==> src/rtl/uart_trig_pkg.sv <==
package uart_trig_pkg;

    // Control byte layout; field order is the bit order of the written byte.
    typedef struct packed {
        logic [1:0] rx_code;
        logic [1:0] tx_code;
        logic       dma_mode;
        logic       tx_rst;
        logic       rx_rst;
        logic       spare;
    } fifo_ctrl_t;

    typedef struct packed {
        fifo_ctrl_t ctrl;
        logic [1:0] tbl;
    } ctrl_state_t;

    typedef struct packed {
        logic irq;
        logic reached;
    } tx_irq_state_t;

    localparam int NUM_DIR = 2;
    localparam int DIR_RX  = 0;
    localparam int DIR_TX  = 1;

endpackage

==> src/rtl/uart_fifo_level.sv <==
module uart_fifo_level #(
    parameter int DEPTH = 64,
    parameter int CW    = $clog2(DEPTH + 1)
) (
    input  logic          clk,
    input  logic          rst_n,
    input  logic          clr,
    input  logic          push,
    input  logic          pop,
    output logic [CW-1:0] cnt,
    output logic [CW-1:0] cnt_nxt
);
    localparam logic [CW-1:0] FULL = CW'(DEPTH);

    logic [CW-1:0] cnt_d, cnt_q;
    logic          push_ok, pop_ok;

    always_comb begin
        push_ok = push && (cnt_q < FULL);
        pop_ok  = pop && (cnt_q != '0);
        cnt_d   = cnt_q;
        if (clr) begin
            cnt_d = '0;
        end else begin
            case ({push_ok, pop_ok})
                2'b10:   cnt_d = cnt_q + 1'b1;
                2'b01:   cnt_d = cnt_q - 1'b1;
                default: cnt_d = cnt_q;
            endcase
        end
    end

    always_ff @(posedge clk or negedge rst_n) begin
        if (!rst_n) cnt_q <= '0;
        else        cnt_q <= cnt_d;
    end

    assign cnt     = cnt_q;
    assign cnt_nxt = cnt_d;


    no_overflow_chk: assert property (@(posedge clk) disable iff (!rst_n)
        cnt_q <= FULL);


    full_push_ignored_chk: assert property (@(posedge clk) disable iff (!rst_n)
        (cnt_q == FULL && push && !pop && !clr) |=> cnt_q == FULL);


    empty_pop_ignored_chk: assert property (@(posedge clk) disable iff (!rst_n)
        (cnt_q == '0 && pop && !push && !clr) |=> cnt_q == '0);


    clr_empties_chk: assert property (@(posedge clk) disable iff (!rst_n)
        clr |=> cnt_q == '0);

endmodule

==> src/rtl/uart_trig_lut.sv <==
module uart_trig_lut #(
    parameter int CW    = 7,
    parameter int PW    = 6,
    parameter bit IS_TX = 1'b0
) (
    input  logic [1:0]    tbl,
    input  logic [1:0]    code,
    input  logic [PW-1:0] prog,
    output logic [CW-1:0] trig
);
    logic [CW-1:0] prog_eff;

    assign prog_eff = (prog == '0) ? CW'(1) : CW'(prog);

    generate
        if (IS_TX) begin : g_tx
            always_comb begin
                trig = CW'(1);
                case (tbl)
                    2'd0: trig = CW'(1);
                    2'd1: case (code)
                              2'd0: trig = CW'(16);
                              2'd1: trig = CW'(8);
                              2'd2: trig = CW'(24);
                              default: trig = CW'(30);
                          endcase
                    2'd2: case (code)
                              2'd0: trig = CW'(8);
                              2'd1: trig = CW'(16);
                              2'd2: trig = CW'(32);
                              default: trig = CW'(56);
                          endcase
                    default: trig = prog_eff;
                endcase
            end
        end else begin : g_rx
            always_comb begin
                trig = CW'(1);
                case (tbl)
                    2'd0: case (code)
                              2'd0: trig = CW'(1);
                              2'd1: trig = CW'(4);
                              2'd2: trig = CW'(8);
                              default: trig = CW'(14);
                          endcase
                    2'd1: case (code)
                              2'd0: trig = CW'(8);
                              2'd1: trig = CW'(16);
                              2'd2: trig = CW'(24);
                              default: trig = CW'(28);
                          endcase
                    2'd2: case (code)
                              2'd0: trig = CW'(8);
                              2'd1: trig = CW'(16);
                              2'd2: trig = CW'(56);
                              default: trig = CW'(60);
                          endcase
                    default: trig = prog_eff;
                endcase
            end
        end
    endgenerate

endmodule

==> src/rtl/uart_tx_irq_gen.sv <==
module uart_tx_irq_gen
    import uart_trig_pkg::*;
#(
    parameter int CW = 7
) (
    input  logic          clk,
    input  logic          rst_n,
    input  logic          clr,
    input  logic [CW-1:0] cnt,
    input  logic [CW-1:0] cnt_nxt,
    input  logic [CW-1:0] trig,
    output logic          irq
);
    tx_irq_state_t st_d, st_q;

    always_comb begin
        st_d = st_q;
        if (clr) begin
            st_d.irq     = 1'b1;
            st_d.reached = 1'b0;
        end else if (cnt_nxt > cnt) begin
            st_d.irq = 1'b0;
            if (cnt_nxt >= trig) st_d.reached = 1'b1;
        end else if (cnt_nxt < cnt) begin
            if (st_q.reached && (cnt_nxt < trig)) begin
                st_d.irq     = 1'b1;
                st_d.reached = 1'b0;
            end else if (!st_q.reached && (cnt_nxt == '0)) begin
                st_d.irq = 1'b1;
            end
        end
    end

    always_ff @(posedge clk or negedge rst_n) begin
        if (!rst_n) st_q <= '0;
        else        st_q <= st_d;
    end

    assign irq = st_q.irq;


    tx_rise_cause_chk: assert property (@(posedge clk) disable iff (!rst_n)
        $rose(irq) |-> ($past(clr) || ($past(cnt_nxt) < $past(cnt))));


    tx_push_clears_chk: assert property (@(posedge clk) disable iff (!rst_n)
        (!clr && cnt_nxt > cnt) |=> !irq);

endmodule

==> src/rtl/uart_fifo_irq_ctrl.sv <==
module uart_fifo_irq_ctrl
    import uart_trig_pkg::*;
#(
    parameter int DEPTH = 64,
    parameter int CW    = $clog2(DEPTH + 1),
    parameter int PW    = $clog2(DEPTH)
) (
    input  logic          clk,
    input  logic          rst_n,
    input  logic          cfg_wr,
    input  logic [7:0]    cfg_data,
    output logic [7:0]    cfg_rd,
    input  logic          tbl_wr,
    input  logic [1:0]    tbl_data,
    input  logic          prog_tx_wr,
    input  logic          prog_rx_wr,
    input  logic [PW-1:0] prog_data,
    input  logic          tx_push,
    input  logic          tx_pop,
    input  logic          rx_push,
    input  logic          rx_pop,
    output logic          tx_irq,
    output logic          rx_irq,
    output logic [CW-1:0] tx_level,
    output logic [CW-1:0] rx_level,
    output logic          tx_rst_ack,
    output logic          rx_rst_ack
);
    ctrl_state_t   cs_d, cs_q;
    logic [PW-1:0] prog_d [NUM_DIR];
    logic [PW-1:0] prog_q [NUM_DIR];
    fifo_ctrl_t    wr_byte;

    logic          clr   [NUM_DIR];
    logic          push  [NUM_DIR];
    logic          pop   [NUM_DIR];
    logic [1:0]    code  [NUM_DIR];
    logic [CW-1:0] cnt   [NUM_DIR];
    logic [CW-1:0] cnt_n [NUM_DIR];
    logic [CW-1:0] trig  [NUM_DIR];

    assign wr_byte = fifo_ctrl_t'(cfg_data);

    always_comb begin
        cs_d = cs_q;
        cs_d.ctrl.tx_rst = 1'b0;
        cs_d.ctrl.rx_rst = 1'b0;
        if (cfg_wr) cs_d.ctrl = wr_byte;
        if (tbl_wr) cs_d.tbl  = tbl_data;
        prog_d[DIR_TX] = prog_tx_wr ? prog_data : prog_q[DIR_TX];
        prog_d[DIR_RX] = prog_rx_wr ? prog_data : prog_q[DIR_RX];
    end

    always_ff @(posedge clk or negedge rst_n) begin
        if (!rst_n) begin
            cs_q           <= '0;
            prog_q[DIR_TX] <= PW'(1);
            prog_q[DIR_RX] <= PW'(1);
        end else begin
            cs_q           <= cs_d;
            prog_q[DIR_TX] <= prog_d[DIR_TX];
            prog_q[DIR_RX] <= prog_d[DIR_RX];
        end
    end

    assign clr[DIR_TX]  = cfg_wr && wr_byte.tx_rst;
    assign clr[DIR_RX]  = cfg_wr && wr_byte.rx_rst;
    assign push[DIR_TX] = tx_push;
    assign push[DIR_RX] = rx_push;
    assign pop[DIR_TX]  = tx_pop;
    assign pop[DIR_RX]  = rx_pop;
    assign code[DIR_TX] = cs_q.ctrl.tx_code;
    assign code[DIR_RX] = cs_q.ctrl.rx_code;

    generate
        for (genvar i = 0; i < NUM_DIR; i++) begin : g_dir
            uart_fifo_level #(.DEPTH(DEPTH), .CW(CW)) u_level (
                .clk     (clk),
                .rst_n   (rst_n),
                .clr     (clr[i]),
                .push    (push[i]),
                .pop     (pop[i]),
                .cnt     (cnt[i]),
                .cnt_nxt (cnt_n[i])
            );
            uart_trig_lut #(.CW(CW), .PW(PW), .IS_TX(i == DIR_TX)) u_lut (
                .tbl  (cs_q.tbl),
                .code (code[i]),
                .prog (prog_q[i]),
                .trig (trig[i])
            );
        end
    endgenerate

    uart_tx_irq_gen #(.CW(CW)) u_tx_irq (
        .clk     (clk),
        .rst_n   (rst_n),
        .clr     (clr[DIR_TX]),
        .cnt     (cnt[DIR_TX]),
        .cnt_nxt (cnt_n[DIR_TX]),
        .trig    (trig[DIR_TX]),
        .irq     (tx_irq)
    );

    assign rx_irq     = cnt[DIR_RX] >= trig[DIR_RX];
    assign tx_level   = cnt[DIR_TX];
    assign rx_level   = cnt[DIR_RX];
    assign cfg_rd     = cs_q.ctrl;
    assign tx_rst_ack = cs_q.ctrl.tx_rst;
    assign rx_rst_ack = cs_q.ctrl.rx_rst;


    tx_ack_pulse_chk: assert property (@(posedge clk) disable iff (!rst_n)
        (tx_rst_ack && !clr[DIR_TX]) |=> !tx_rst_ack);


    rx_ack_pulse_chk: assert property (@(posedge clk) disable iff (!rst_n)
        (rx_rst_ack && !clr[DIR_RX]) |=> !rx_rst_ack);


    rx_irq_nonempty_chk: assert property (@(posedge clk) disable iff (!rst_n)
        rx_irq |-> rx_level != '0);


    trig_nonzero_chk: assert property (@(posedge clk) disable iff (!rst_n)
        (trig[DIR_TX] != '0) && (trig[DIR_RX] != '0));


    rx_step_chk: assert property (@(posedge clk) disable iff (!rst_n)
        !clr[DIR_RX] |-> ((cnt_n[DIR_RX] == rx_level) ||
                          (cnt_n[DIR_RX] == rx_level + 1'b1) ||
                          (cnt_n[DIR_RX] == rx_level - 1'b1)));

endmodule

==> config.mk <==
export PLATFORM = sky130hd
export DESIGN_NAME = uart_fifo_irq_ctrl
export DESIGN_NICKNAME = d
export VERILOG_FILES = /design/src/rtl/uart_trig_pkg.sv /design/src/rtl/uart_fifo_level.sv /design/src/rtl/uart_trig_lut.sv /design/src/rtl/uart_tx_irq_gen.sv /design/src/rtl/uart_fifo_irq_ctrl.sv
export SDC_FILE = /design/constraint.sdc
export NUM_CORES = 1
export LEC_CHECK = 0
export BUFFER_PORTS_ARGS = -buffer_cell sky130_fd_sc_hd__buf_2
export CORE_ASPECT_RATIO = 2
export CORE_UTILIZATION = 56
export CTS_CLUSTER_DIAMETER = 40
export DETAILED_ROUTE_END_ITERATION = 10
export PLACE_DENSITY = 0.91
export RECOVER_POWER = 100
export SLEW_MARGIN = 40
export SYNTH_ARGS = -nofsm -noshare
export SYNTH_HDL_FRONTEND = slang
export SYNTH_SLANG_ARGS = --single-unit
==> constraint.sdc <==
create_clock -name clk -period 4.86 [get_ports clk]
set_input_delay 0.243 -clock clk [delete_from_list [all_inputs] [get_ports clk]]
set_output_delay 0.243 -clock clk [all_outputs]
set_load 0.01 [all_outputs]
==> metrics.cfg <==
[synth]
ys_async_sr_fraction_pct=100.0
synth_enable_flop_cells=0
synth_fp_nets=359
syn-cell-area_um2=2815
postSynthRegisterBits=38
ys_flop_type=sky130_fd_sc_hd__dfrtp_1
library_cell_occupying_the_most_area_in_the_post_synthesis_netlist=sky130_fd_sc_hd__dfrtp_1
number_of_instances_in_the_synthesized_netlist=296
post_synth.cell_area_avg_um2=9.511
cells_taking_the_most_area_after_synthesis=sky130_fd_sc_hd__dfrtp_1, sky130_fd_sc_hd__ha_1, sky130_fd_sc_hd__mux2_2
ys_warnings=0
synth_sequential_area_ratio_pct=33.87
post_synthesis_cell_type_count=55
synth_top_area_share_pct=32.00

[timing]
rsz_0062_raised_after_global_routing=no
hold_viol_final=0
timing.slew.headroom_pct=-35.79
finalSetupViolCount=0
achievable-frequency_ghz=0.2354
setup_total_negative_slack_ns=0
hold-worst-slack_ns=0.1657
final_max_slew_viol_count=39
tightestPinTransition_ns=2.037
layout_worst_path_cycle_share_pct=87.40
worst_clock_skew_ns=0.008543
layout_min_cycle_time_ns=4.248

[setup_path]
timing.critical_path.required_ns=5.06
worst_setup_path_end_kind=flip-flop
arrival_worst_endpoint_ns=4.45
setup.worst_path.class=flip-flop to flip-flop
crit_path_max_fanout=9
startpoint_type=flip-flop

[power_and_ir_drop]
peak_vdd_ir_v=0.0003754
power.leakage_nw=1.451
report.power.total_mw=1.837
power.density_cell_area_nw_per_um2=590.1

[cts]
post_cts.resized_instances=0
worst_setup_hold_path_clk_slew_ns=0.08
postCtsSetupBuffers=0
clock_tree.root_cell=sky130_fd_sc_hd__clkbuf_8
tritoncts=yes
ctsHtreeMaxLevel=2
max-clock-path-buffers=2
tritoncts.num_buffers=5
cts_hold_buffers=0
number_of_sinks_handled_by_clock_tree_synthesis=38
clock_latency_ns=0.29

[job]
max_cap_viol_count=1

[cells_and_area]
nets=400
stdcell_area_um2=3113
layout-drive-gt1-share_pct=14.79
antenna_cells_inserted=0
area_growth_syn_to_layout_pct=10.58

[routing]
initialDrtViolationCount=47
drt_first_pass_iters=4
route.detailed.vias_per_inst=6.043
route.final.wire_length_um=6548
final_antenna_net_count=0
drt-wirelength-per-cell_um=16.58
route.vias.total=2387
drc_errors=0

[place]
placedInstanceArea_um2=3043
port_buffers=51
place.detailed.hpwl_um=5204
place.gp.congestion=0.8700

[status]
violations=max-capacitance violations, max-slew violations
outcome=finished, violations left

[floorplanning]
chipHeight_um=102.3
fp.dieArea_um2=5332
initial_core_util_pct=57.87
floorplan.core_area_um2=4865
std_cell_rows=36
ios=52
die_width_um=52.14

[grt]
gr-total-overflow=0
globalRouteTotalUtil_pct=27.82
number_of_antenna_violations_at_the_first_check_in_global_routing=0
first_global_vias=2448
grt_start_max_net_pins=39
wire_length_of_the_first_global_routing_pass_um=11050

[hold_path]
hp-class=primary input to flip-flop

==> cells in the mapped netlist, types with 7 or more instances <==
| cell type | count |
|---|---|
| sky130_fd_sc_hd__a21o_1 | 9 |
| sky130_fd_sc_hd__mux2_2 | 15 |
| sky130_fd_sc_hd__nand2_1 | 13 |
| sky130_fd_sc_hd__nand2b_1 | 7 |
| sky130_fd_sc_hd__o21ai_0 | 14 |
| sky130_fd_sc_hd__a21oi_1 | 19 |
| sky130_fd_sc_hd__inv_1 | 22 |
| sky130_fd_sc_hd__ha_1 | 35 |
| sky130_fd_sc_hd__buf_4 | 8 |
| sky130_fd_sc_hd__dfrtp_1 | 36 |
| sky130_fd_sc_hd__nor2_1 | 25 |
| sky130_fd_sc_hd__clkbuf_1 | 8 |
==> power breakdown <==
group / switching [mW] / leakage, nW / internal (mW)
combinational: 0.624 / 0.946 / 0.469
clock: 0.112 / 0.0472 / 0.114
sequential: 0.119 / 0.458 / 0.399
total: 0.855 / 1.45 / 0.982
==> area by class of cell <==
cell class                      count  area [um^2]
Clock buffer                        6        82.58
Clock inverter                      2        12.51
Fill cell                         435         1752
Inverter                           23        86.33
Multi-Input combinational cell    217         1677
Sequential cell                    38        953.4
Tap cell                           57        71.32
Timing Repair Buffer               52        230.2
==> layout by cell type (no fill, tap or decap), drive strengths merged, types with 3 or more instances in the layout <==
cell	count
xnor2	6
clkbuf	34
nor3	3
nor4	3
ha	35
nand3	6
buf	23
mux2	15
inv	22
dfrtp	36
mux2i	3
a2111oi	4
a31oi	4
or4	3
maj3	3
and2	3
a21o	10
nand2b	7
a21oi	19
nor3b	3
nor2	25
o311ai	3
o21ai	14
nand2	13
a211oi	5
nor2b	3
==> state kept, by name, indices dropped and copies added, names as in the netlist <==
register,flops
cfg_rd,6
rx_rst_ack,1
u_tx_irq.irq,1
cs_q,2
prog_q,12
u_tx_irq.st_q,1
g_dir.u_level.cnt,14
tx_rst_ack,1
==> per-layer routing <==
layer  global-route usage (%)  wire, um  up-vias
met4                    18.42       421        0
met1                    25.45      2114     1149
li1                         -         -     1138
met2                    52.07      3797       67
met5                        0         0        -
met3                    5.804       214       33
==> through the flow <==
step           setup slack [ns]  instances  utilization (%)
2_1_floorplan            0.9918        296                -
3_3_place_gp             0.7526        386            62.55
3_5_place_dp             0.5591        386            62.55
4_1_cts                  0.5352        394            64.51
5_1_grt                  0.3298        395            63.99
6_report                 0.6123        395            63.99
==> worst max-delay path, cell delays in order, from the launching register on <==
cell	delay, ns
sky130_fd_sc_hd__dfrtp_1	0.43
sky130_fd_sc_hd__nor4_1	0.26
sky130_fd_sc_hd__a21boi_0	0.12
sky130_fd_sc_hd__ha_1	0.35
sky130_fd_sc_hd__ha_1	0.33
sky130_fd_sc_hd__a21o_1	0.19
sky130_fd_sc_hd__a21oi_1	0.20
sky130_fd_sc_hd__nor3b_1	0.08
sky130_fd_sc_hd__a211oi_1	0.49
sky130_fd_sc_hd__ha_1	0.35
sky130_fd_sc_hd__a21oi_1	0.19
sky130_fd_sc_hd__nor2b_1	0.07
sky130_fd_sc_hd__o31a_1	0.31
sky130_fd_sc_hd__or4b_2	0.61
sky130_fd_sc_hd__a32oi_1	0.18
==> path summary, 6_finish.rpt <==
| check | depth (start not counted) | from | endpoint | slack, ns |
|---|---|---|---|---|
| worst min register to register | 1 | cfg_rd[0] | cfg_rd[0] | 0.51 |
| worst max-delay path | 14 | g_dir[1].u_level.cnt[3] | u_tx_irq.irq | 0.61 |
| min in group asynchronous | 2 | rst_n | prog_q[7] | 1.07 |
| worst min-delay path | 3 | cfg_data[5] | cfg_rd[5] | 0.17 |
| worst max register to register | 14 | g_dir[1].u_level.cnt[3] | u_tx_irq.irq | 0.61 |
| max in group asynchronous | 2 | rst_n | g_dir[1].u_level.cnt[5] | 2.62 |
==> cells by family after synthesis <==
kind of cell | after synthesis | share of synthesized area [%]
flops | 38 | 33.87
compound gates | 76 | 18.53
mux | 18 | 7.067
xor+xnor | 8 | 2.489
simple gates | 75 | 13.42
fa+ha+maj | 40 | 18.04
buf+inv | 41 | 6.578
(Power assumes the default switching activity.)
